## src/rtl/bxr_pkg.sv

```systemverilog
`timescale 1ns/100ps
package bxr_pkg;
    typedef struct packed {
        logic cap;   // load the direction register on the next edge
        logic sel;   // 0 live, 1 stored
        logic en;    // raw enable, polarity set per direction
    } dir_ctrl_t;
endpackage

```

## src/rtl/bxr_store.sv

```systemverilog
`timescale 1ns/100ps
module bxr_store #(
    parameter int W = 8
) (
    input  logic         clk,
    input  logic         rst_n,
    input  logic         load,
    input  logic [W-1:0] d,
    output logic [W-1:0] q
);
    always_ff @(posedge clk or negedge rst_n) begin
        if (!rst_n)
            q <= '0;
        else if (load)
            q <= d;
    end

    AST_STORE_CAPTURE: assert property (@(posedge clk) disable iff (!rst_n)
        load |=> q == $past(d));

    AST_STORE_KEEP: assert property (@(posedge clk) disable iff (!rst_n)
        !load |=> $stable(q));

    always @(posedge clk) begin
        if (!rst_n) begin
            AST_STORE_RESET: assert (q == '0);
        end
    end
endmodule

```

## src/rtl/bxr_path.sv

```systemverilog
`timescale 1ns/100ps
module bxr_path
    import bxr_pkg::*;
#(
    parameter int W       = 8,
    parameter bit EN_HIGH = 1'b1
) (
    input  logic         clk,
    input  logic         rst_n,
    input  logic [W-1:0] src_in,
    input  dir_ctrl_t    ctrl,
    output logic [W-1:0] dst_out,
    output logic         dst_oe
);
    logic [W-1:0] held;

    bxr_store #(.W(W)) u_store (
        .clk   (clk),
        .rst_n (rst_n),
        .load  (ctrl.cap),
        .d     (src_in),
        .q     (held)
    );

    generate
        if (EN_HIGH) begin : g_en_hi
            assign dst_oe = ctrl.en;
        end else begin : g_en_lo
            assign dst_oe = ~ctrl.en;
        end
    endgenerate

    // one level of selection: each bit is taken from exactly one source
    always_comb begin
        if (!dst_oe)
            dst_out = '0;
        else if (ctrl.sel)
            dst_out = held;
        else
            dst_out = src_in;
    end

    AST_PATH_STORED_STEADY: assert property (@(posedge clk) disable iff (!rst_n)
        (dst_oe && ctrl.sel && !ctrl.cap) ##1 (dst_oe && ctrl.sel) |-> $stable(dst_out));
endmodule

```

## src/rtl/bxr_half.sv

```systemverilog
`timescale 1ns/100ps
module bxr_half
    import bxr_pkg::*;
#(
    parameter int W = 8
) (
    input  logic         clk,
    input  logic         rst_n,
    input  logic [W-1:0] a_in,
    input  logic [W-1:0] b_in,
    input  dir_ctrl_t    ab_ctrl,
    input  dir_ctrl_t    ba_ctrl,
    output logic [W-1:0] a_out,
    output logic         a_oe,
    output logic [W-1:0] b_out,
    output logic         b_oe
);
    bxr_path #(.W(W), .EN_HIGH(1'b1)) u_ab (
        .clk     (clk),
        .rst_n   (rst_n),
        .src_in  (a_in),
        .ctrl    (ab_ctrl),
        .dst_out (b_out),
        .dst_oe  (b_oe)
    );

    bxr_path #(.W(W), .EN_HIGH(1'b0)) u_ba (
        .clk     (clk),
        .rst_n   (rst_n),
        .src_in  (b_in),
        .ctrl    (ba_ctrl),
        .dst_out (a_out),
        .dst_oe  (a_oe)
    );
endmodule

```

## src/rtl/bus_xcvr_reg.sv

```systemverilog
`timescale 1ns/100ps
module bus_xcvr_reg
    import bxr_pkg::*;
#(
    parameter int HALVES = 2,
    parameter int HALF_W = 8
) (
    input  logic                     clk,
    input  logic                     rst_n,
    input  logic [HALVES*HALF_W-1:0] a_in,
    output logic [HALVES*HALF_W-1:0] a_out,
    output logic [HALVES-1:0]        a_oe,
    input  logic [HALVES*HALF_W-1:0] b_in,
    output logic [HALVES*HALF_W-1:0] b_out,
    output logic [HALVES-1:0]        b_oe,
    input  logic [HALVES-1:0]        ab_cap,
    input  logic [HALVES-1:0]        ab_sel,
    input  logic [HALVES-1:0]        ab_en,
    input  logic [HALVES-1:0]        ba_cap,
    input  logic [HALVES-1:0]        ba_sel,
    input  logic [HALVES-1:0]        ba_en_n
);
    localparam int TOTAL_W = HALVES * HALF_W;

    generate
        for (genvar g = 0; g < HALVES; g++) begin : g_half
            dir_ctrl_t ab_c;
            dir_ctrl_t ba_c;
            assign ab_c = '{cap: ab_cap[g], sel: ab_sel[g], en: ab_en[g]};
            assign ba_c = '{cap: ba_cap[g], sel: ba_sel[g], en: ba_en_n[g]};

            bxr_half #(.W(HALF_W)) u_half (
                .clk     (clk),
                .rst_n   (rst_n),
                .a_in    (a_in[g*HALF_W +: HALF_W]),
                .b_in    (b_in[g*HALF_W +: HALF_W]),
                .ab_ctrl (ab_c),
                .ba_ctrl (ba_c),
                .a_out   (a_out[g*HALF_W +: HALF_W]),
                .a_oe    (a_oe[g]),
                .b_out   (b_out[g*HALF_W +: HALF_W]),
                .b_oe    (b_oe[g])
            );
        end
    endgenerate

    initial begin
        if (TOTAL_W != HALVES * HALF_W) $error("width mismatch");
    end
endmodule

```

## config.mk

```make
export PLATFORM = sky130hd
export DESIGN_NAME = bus_xcvr_reg
export DESIGN_NICKNAME = d
export VERILOG_FILES = /design/src/rtl/bxr_pkg.sv /design/src/rtl/bxr_store.sv /design/src/rtl/bxr_path.sv /design/src/rtl/bxr_half.sv /design/src/rtl/bus_xcvr_reg.sv
export SDC_FILE = /design/constraint.sdc
export NUM_CORES = 1
export LEC_CHECK = 0
export BUFFER_PORTS_ARGS = -buffer_cell sky130_fd_sc_hd__buf_2
export CAP_MARGIN = 40
export CORE_MARGIN = 2
export CORE_UTILIZATION = 51
export CTS_CLUSTER_DIAMETER = 30
export DETAILED_ROUTE_END_ITERATION = 12
export PLACE_DENSITY = 0.85
export SYNTH_ARGS = -nofsm -noshare
export SYNTH_HDL_FRONTEND = slang
export SYNTH_SLANG_ARGS = --single-unit
```

## constraint.sdc

```tcl
create_clock -name clk -period 1.7 [get_ports clk]
set_input_delay 0.17 -clock clk [delete_from_list [all_inputs] [get_ports clk]]
set_output_delay 0.17 -clock clk [all_outputs]
set_load 0.005 [all_outputs]
```

Yosys cells after proc, flatten, opt, wreduce, memory -nomap -nowiden
Index checks and enable logic that the tools add are counted.

Register bits after elaboration: 32.

Mux-type cells: 8. Bitwise operators: 2.

Operators by type and width (count): $mux W8 (8); $not A1 Y1 (2).

Depth between registers and ports, before layout
Depth after elaboration: 2. Depth in mapped cells: 3.

By module
A second synthesis with hierarchy kept.

Cell total of the unflattened synthesis: 142. Area, all modules: 1884.3 um^2.

By module, submodules not included: bxr_store (times used 4, area each 331.6 um^2, cells an instance 17); bxr_path (g_half[0].u_half.u_ab ...) (times used 2, area each 148.9 um^2, cells an instance 18); bxr_path (g_half[0].u_half.u_ba ...) (times used 2, area each 130.1 um^2, cells an instance 19).

Worst setup path before layout
Ideal clock, no wire load.

Kind: register to register. Start: register, netlist name g_half[0].u_half.u_ab.u_store.q[0]. End: register g_half[0].u_half.u_ab.u_store.q[0]. Setup slack: 971 ps. Arrival time: 603 ps. Path buffers: 0. Period minus slack after synthesis: 729 ps. Cell stages (with the launch flop): 2. Cells stage by stage: dfrtp_1 mux2_4.

RTL lines: end signal, assigned (RTL line bxr_store.sv:13) `q <= '0;`; end signal, assigned (RTL line bxr_store.sv:15) `q <= d;`; end, declared (RTL line bxr_store.sv:9) `output logic [W-1:0] q`.

Worst setup path after layout
Start: register g_half[0].u_half.u_ab.u_store.q[2]. End: output port b_out[2].

Longest elaborated chain between the ends: 2.

RTL lines: $mux W8 (RTL line bxr_path.sv:37) `else if (ctrl.sel)`; $mux W8 (RTL line bxr_path.sv:35) `if (!dst_oe)`; end, declared (RTL line bus_xcvr_reg.sv:14) `output logic [HALVES*HALF_W-1:0] b_out,`.

No other way between the ends.

==> results by stage <==
Logic synthesis:
- After synthesis, the cell types taking the most area are sky130_fd_sc_hd__dfrtp_1 42%, sky130_fd_sc_hd__mux2_4 25%, sky130_fd_sc_hd__mux2i_1 17%, sky130_fd_sc_hd__nor2b_1 5.3%, sky130_fd_sc_hd__buf_6 4.7%.
- The area share of and/or/nand/nor cells after synthesis is 0.0843.
- The gate count of the mapped netlist is 144.
- The total standard cell area after synthesis is between 1500 and 2000 µm².
- The number of warnings reported in the yosys synthesis log is 0.
- The share of synthesized area occupied by flip-flops and latches is 0.422.
- After synthesis the netlist holds a flip-flop and latch count of 32.
- The synthesized-area fraction occupied by ao, oa, aoi and oai cells was 0.
- The portion of synthesized area spent on multiplexers is 0.422.
- By area, the combinational part of the netlist is dominated by multiplexers.
- The number of library cell types mapped by synthesis is 9.
- The synthesized area per cell is 13.2 µm².
- The area share of the largest cell type after synthesis is 0.422.
- Of the total synthesized cell area, the portion taken by full adders, half adders and majority gates is 0.
- The cell type with the largest total area after synthesis is sky130_fd_sc_hd__dfrtp_1.
- The number of nets in the synthesized netlist is 190.
- Of the total synthesized cell area, the portion taken by XOR and XNOR cells is 0.

Timing:
- The clock period minus worst slack is 1.17 ns.
- The final setup TNS is 0 ns.
- The largest clock skew in the final design is 0 ns.
- The final number of setup-violating endpoints is 0.
- The final worst-path setup slack is 0.532 ns.
- The smallest hold slack is about 0.14 ns.
- The maximum operating frequency is 0.856 GHz.
- The max-slew violation total from the final report is 0.
- Setup repair after global routing left no endpoint under its margin.
- The count of endpoints failing hold in the final timing report is 0.
- The headroom to the max-slew limit is 0.563.
- At the pin with the least slew margin, the transition time is 0.655 ns.
- Dividing the final minimum period by the clock period gives 0.687.

Place:
- The HPWL after detailed placement is 2630 µm.
- Buffers placed on the I/O ports in this run total 81.
- The post-placement worst setup slack is a little over 0.7 ns.
- At the end of routability-driven placement, the weighted congestion stood at 0.753.
- The number of placed instances, taps included, is approximately 260.

Clocking:
- Clock tree synthesis inserted a total of 5 buffers.
- The clock latency at the later pin of the worst-skew pair is 0.28 ns.
- The tree is rooted in a sky130_fd_sc_hd__clkbuf_8.
- The number of sinks driven by the clock tree is 32.
- The H-tree generated during clock tree synthesis spans 2 levels.
- The post-CTS setup buffer count is 0.
- TritonCTS built the clock tree.
- Counting along the longest clock path gives a buffer depth of 2.
- The clock-pin transition on the worst setup and hold timing paths is 0.06 ns.

Finish:
- Leaving out fill and tap cells, the most frequent cell in the layout is sky130_fd_sc_hd__buf_2.
- In the layout the commonest cells are 81 x sky130_fd_sc_hd__buf_2, 32 x sky130_fd_sc_hd__mux2i_1, 32 x sky130_fd_sc_hd__mux2_4, 32 x sky130_fd_sc_hd__dfrtp_1.
- Relative to the synthesized area, the layout overhead comes to 22.9%.
- Counting the fill cells in the layout gives 300.
- In the final layout, the share of cells above drive strength 1 is 0.541.
- The finished layout holds 268 standard cells, fillers aside.
- After the last flow step, the layout net total stands at 265.
- 0 antenna diodes ended up in the layout.

Worst setup path:
- The depth of the most critical reg-to-reg path is 1.
- The worst setup path is launched from a register.
- The register-to-register setup slack is between 0.9 and 1 ns.
- STA puts the critical path data arrival time at 1.00 ns.
- The start-to-end type of the worst setup path is reg2out.
- The element type at the critical path end is an output port.
- Along the worst path, the maximum fanout reaches 2.
- The worst endpoint required time is 1.53 ns.

Die:
- The number of placement rows is 22.
- The region available for standard cell placement spans 3630 µm².
- The initial core utilization is 0.523.
- The number of primary I/O pins is 82.
- The die height is 65.0 µm.
- The area of the die is 4230 µm².
- The horizontal extent of the die is ~65 µm.

Route:
- The wire length on met1 is 1390 µm.
- The detailed-routing iteration count for the pre-antenna-repair pass is 3.
- For this run, design rule violations remaining after detail routing come to 0.
- The detail route stage leaves a number of antenna-violating nets equal to 0.
- The highest metal layer used by the detailed router is met4.
- Detailed routing placed a total of about 250 µm of wire on met3.
- The met2 wirelength from detailed routing is 1660 µm.
- The detailed-route via count is 1291.
- The final layout contains routed wiring with a total length of 3340 µm.
- The number of DRC violations after detailed-routing iteration 0 is 20.
- In the routed layout, each cell is associated on average with a via count of around 4.8.
- The average wire per cell in the routed design is 12.5 µm.

Power and ir drop:
- The peak supply drop is between 0.3 and 0.4 mV.
- Dividing total power by cell area gives a power density of about 800 nW/µm².
- The static leakage power is 0.00130 µW.

Global routing:
- The via count of the first global-routing pass is 1245.
- The initial antenna violation count was 0.
- The first global-routing pass estimated 5370 µm of wire.
- Global routing finished with a remaining overflow of 0.
- The global router's overall resource usage is 0.168.
- Entering global routing, the biggest net connects 33 pins.

Min path:
- In this run the worst hold path is classified as in2reg.
- The cell depth of the worst hold path is 2.

Status:
- The flow ran to the end, and the final reports show no timing, DRC or antenna violations.

Run:
- Max-cap violations in this run came to 0.
state kept, by name (all words and copies together) (netlist names):
signal,flops
g_half.u_half.u_ba.u_store.q,16
g_half.u_half.u_ab.u_store.q,16
final cells by class:
class	count	area, µm²	share of cell area
multi-input combinational	96	961	0.412
tap	48	60.1	0.0257
sequential	32	801	0.343
timing repair buffer	82	415	0.178
clock buffer	8	90.1	0.0386
inverter	2	7.51	0.00322
Yosys cell counts:
library cell / number
sky130_fd_sc_hd__buf_4: 4
sky130_fd_sc_hd__nor2b_1: 16
sky130_fd_sc_hd__mux2_4: 32
sky130_fd_sc_hd__dfrtp_1: 32
sky130_fd_sc_hd__mux2i_1: 32
sky130_fd_sc_hd__buf_2: 2
sky130_fd_sc_hd__buf_6: 8
sky130_fd_sc_hd__inv_1: 2
sky130_fd_sc_hd__nor2_1: 16
critical path, cell delays in order, from the launching register on:
cell,delay [ns]
sky130_fd_sc_hd__dfrtp_1,0.38
sky130_fd_sc_hd__mux2i_1,0.16
sky130_fd_sc_hd__nor2b_1,0.06
sky130_fd_sc_hd__buf_2,0.12
worst paths after layout:
| check | start | to |
|---|---|---|
| max | g_half[0].u_half.u_ab.u_store.q[2] | b_out[2] |
| min | a_in[6] | g_half[0].u_half.u_ab.u_store.q[6] |
| max reg2reg | g_half[1].u_half.u_ba.u_store.q[5] | g_half[1].u_half.u_ba.u_store.q[5] |
| min reg2reg | g_half[0].u_half.u_ba.u_store.q[6] | g_half[0].u_half.u_ba.u_store.q[6] |
| max in group asynchronous | rst_n | g_half[0].u_half.u_ba.u_store.q[5] |
| min in group asynchronous | rst_n | g_half[1].u_half.u_ab.u_store.q[6] |
timing repair:
item                                   in CTS  in global routing
hold buffers                                1                  0
gates resized for setup                     0                  0
endpoints found under the hold margin      32                  0
routing by layer:
layer	up-vias	global-route usage
li1	633	-
met1	602	0.184
met2	49	0.296
met3	7	0.0590
met4	0	0.0625
met5	-	0
logic make-up after synthesis:
group                  count (synthesis)
multiplexers                          64
flip-flops                            32
AND/OR/NAND/NOR                       32
buffers and inverters                 16
through the flow:
step / utilization / cell area [µm²] / power, µW
global placement: 0.615 / 2230 / 1300
global route: 0.643 / 2330 / 1980
detailed placement: 0.615 / 2230 / 1310
CTS: 0.643 / 2330 / 1910
finish: 0.643 / 2330 / 1870
floorplan: - / 1900 / 1170
report_power, final:
group / switching, µW / internal [µW] / leakage, µW / total (µW)
Combinational: 163 / 250 / 0.000878 / 413
Clock: 245 / 329 / 0.0000455 / 574
Sequential: 44.4 / 839 / 0.000374 / 883
No activity file was read; power rests on OpenSTA's default activity.
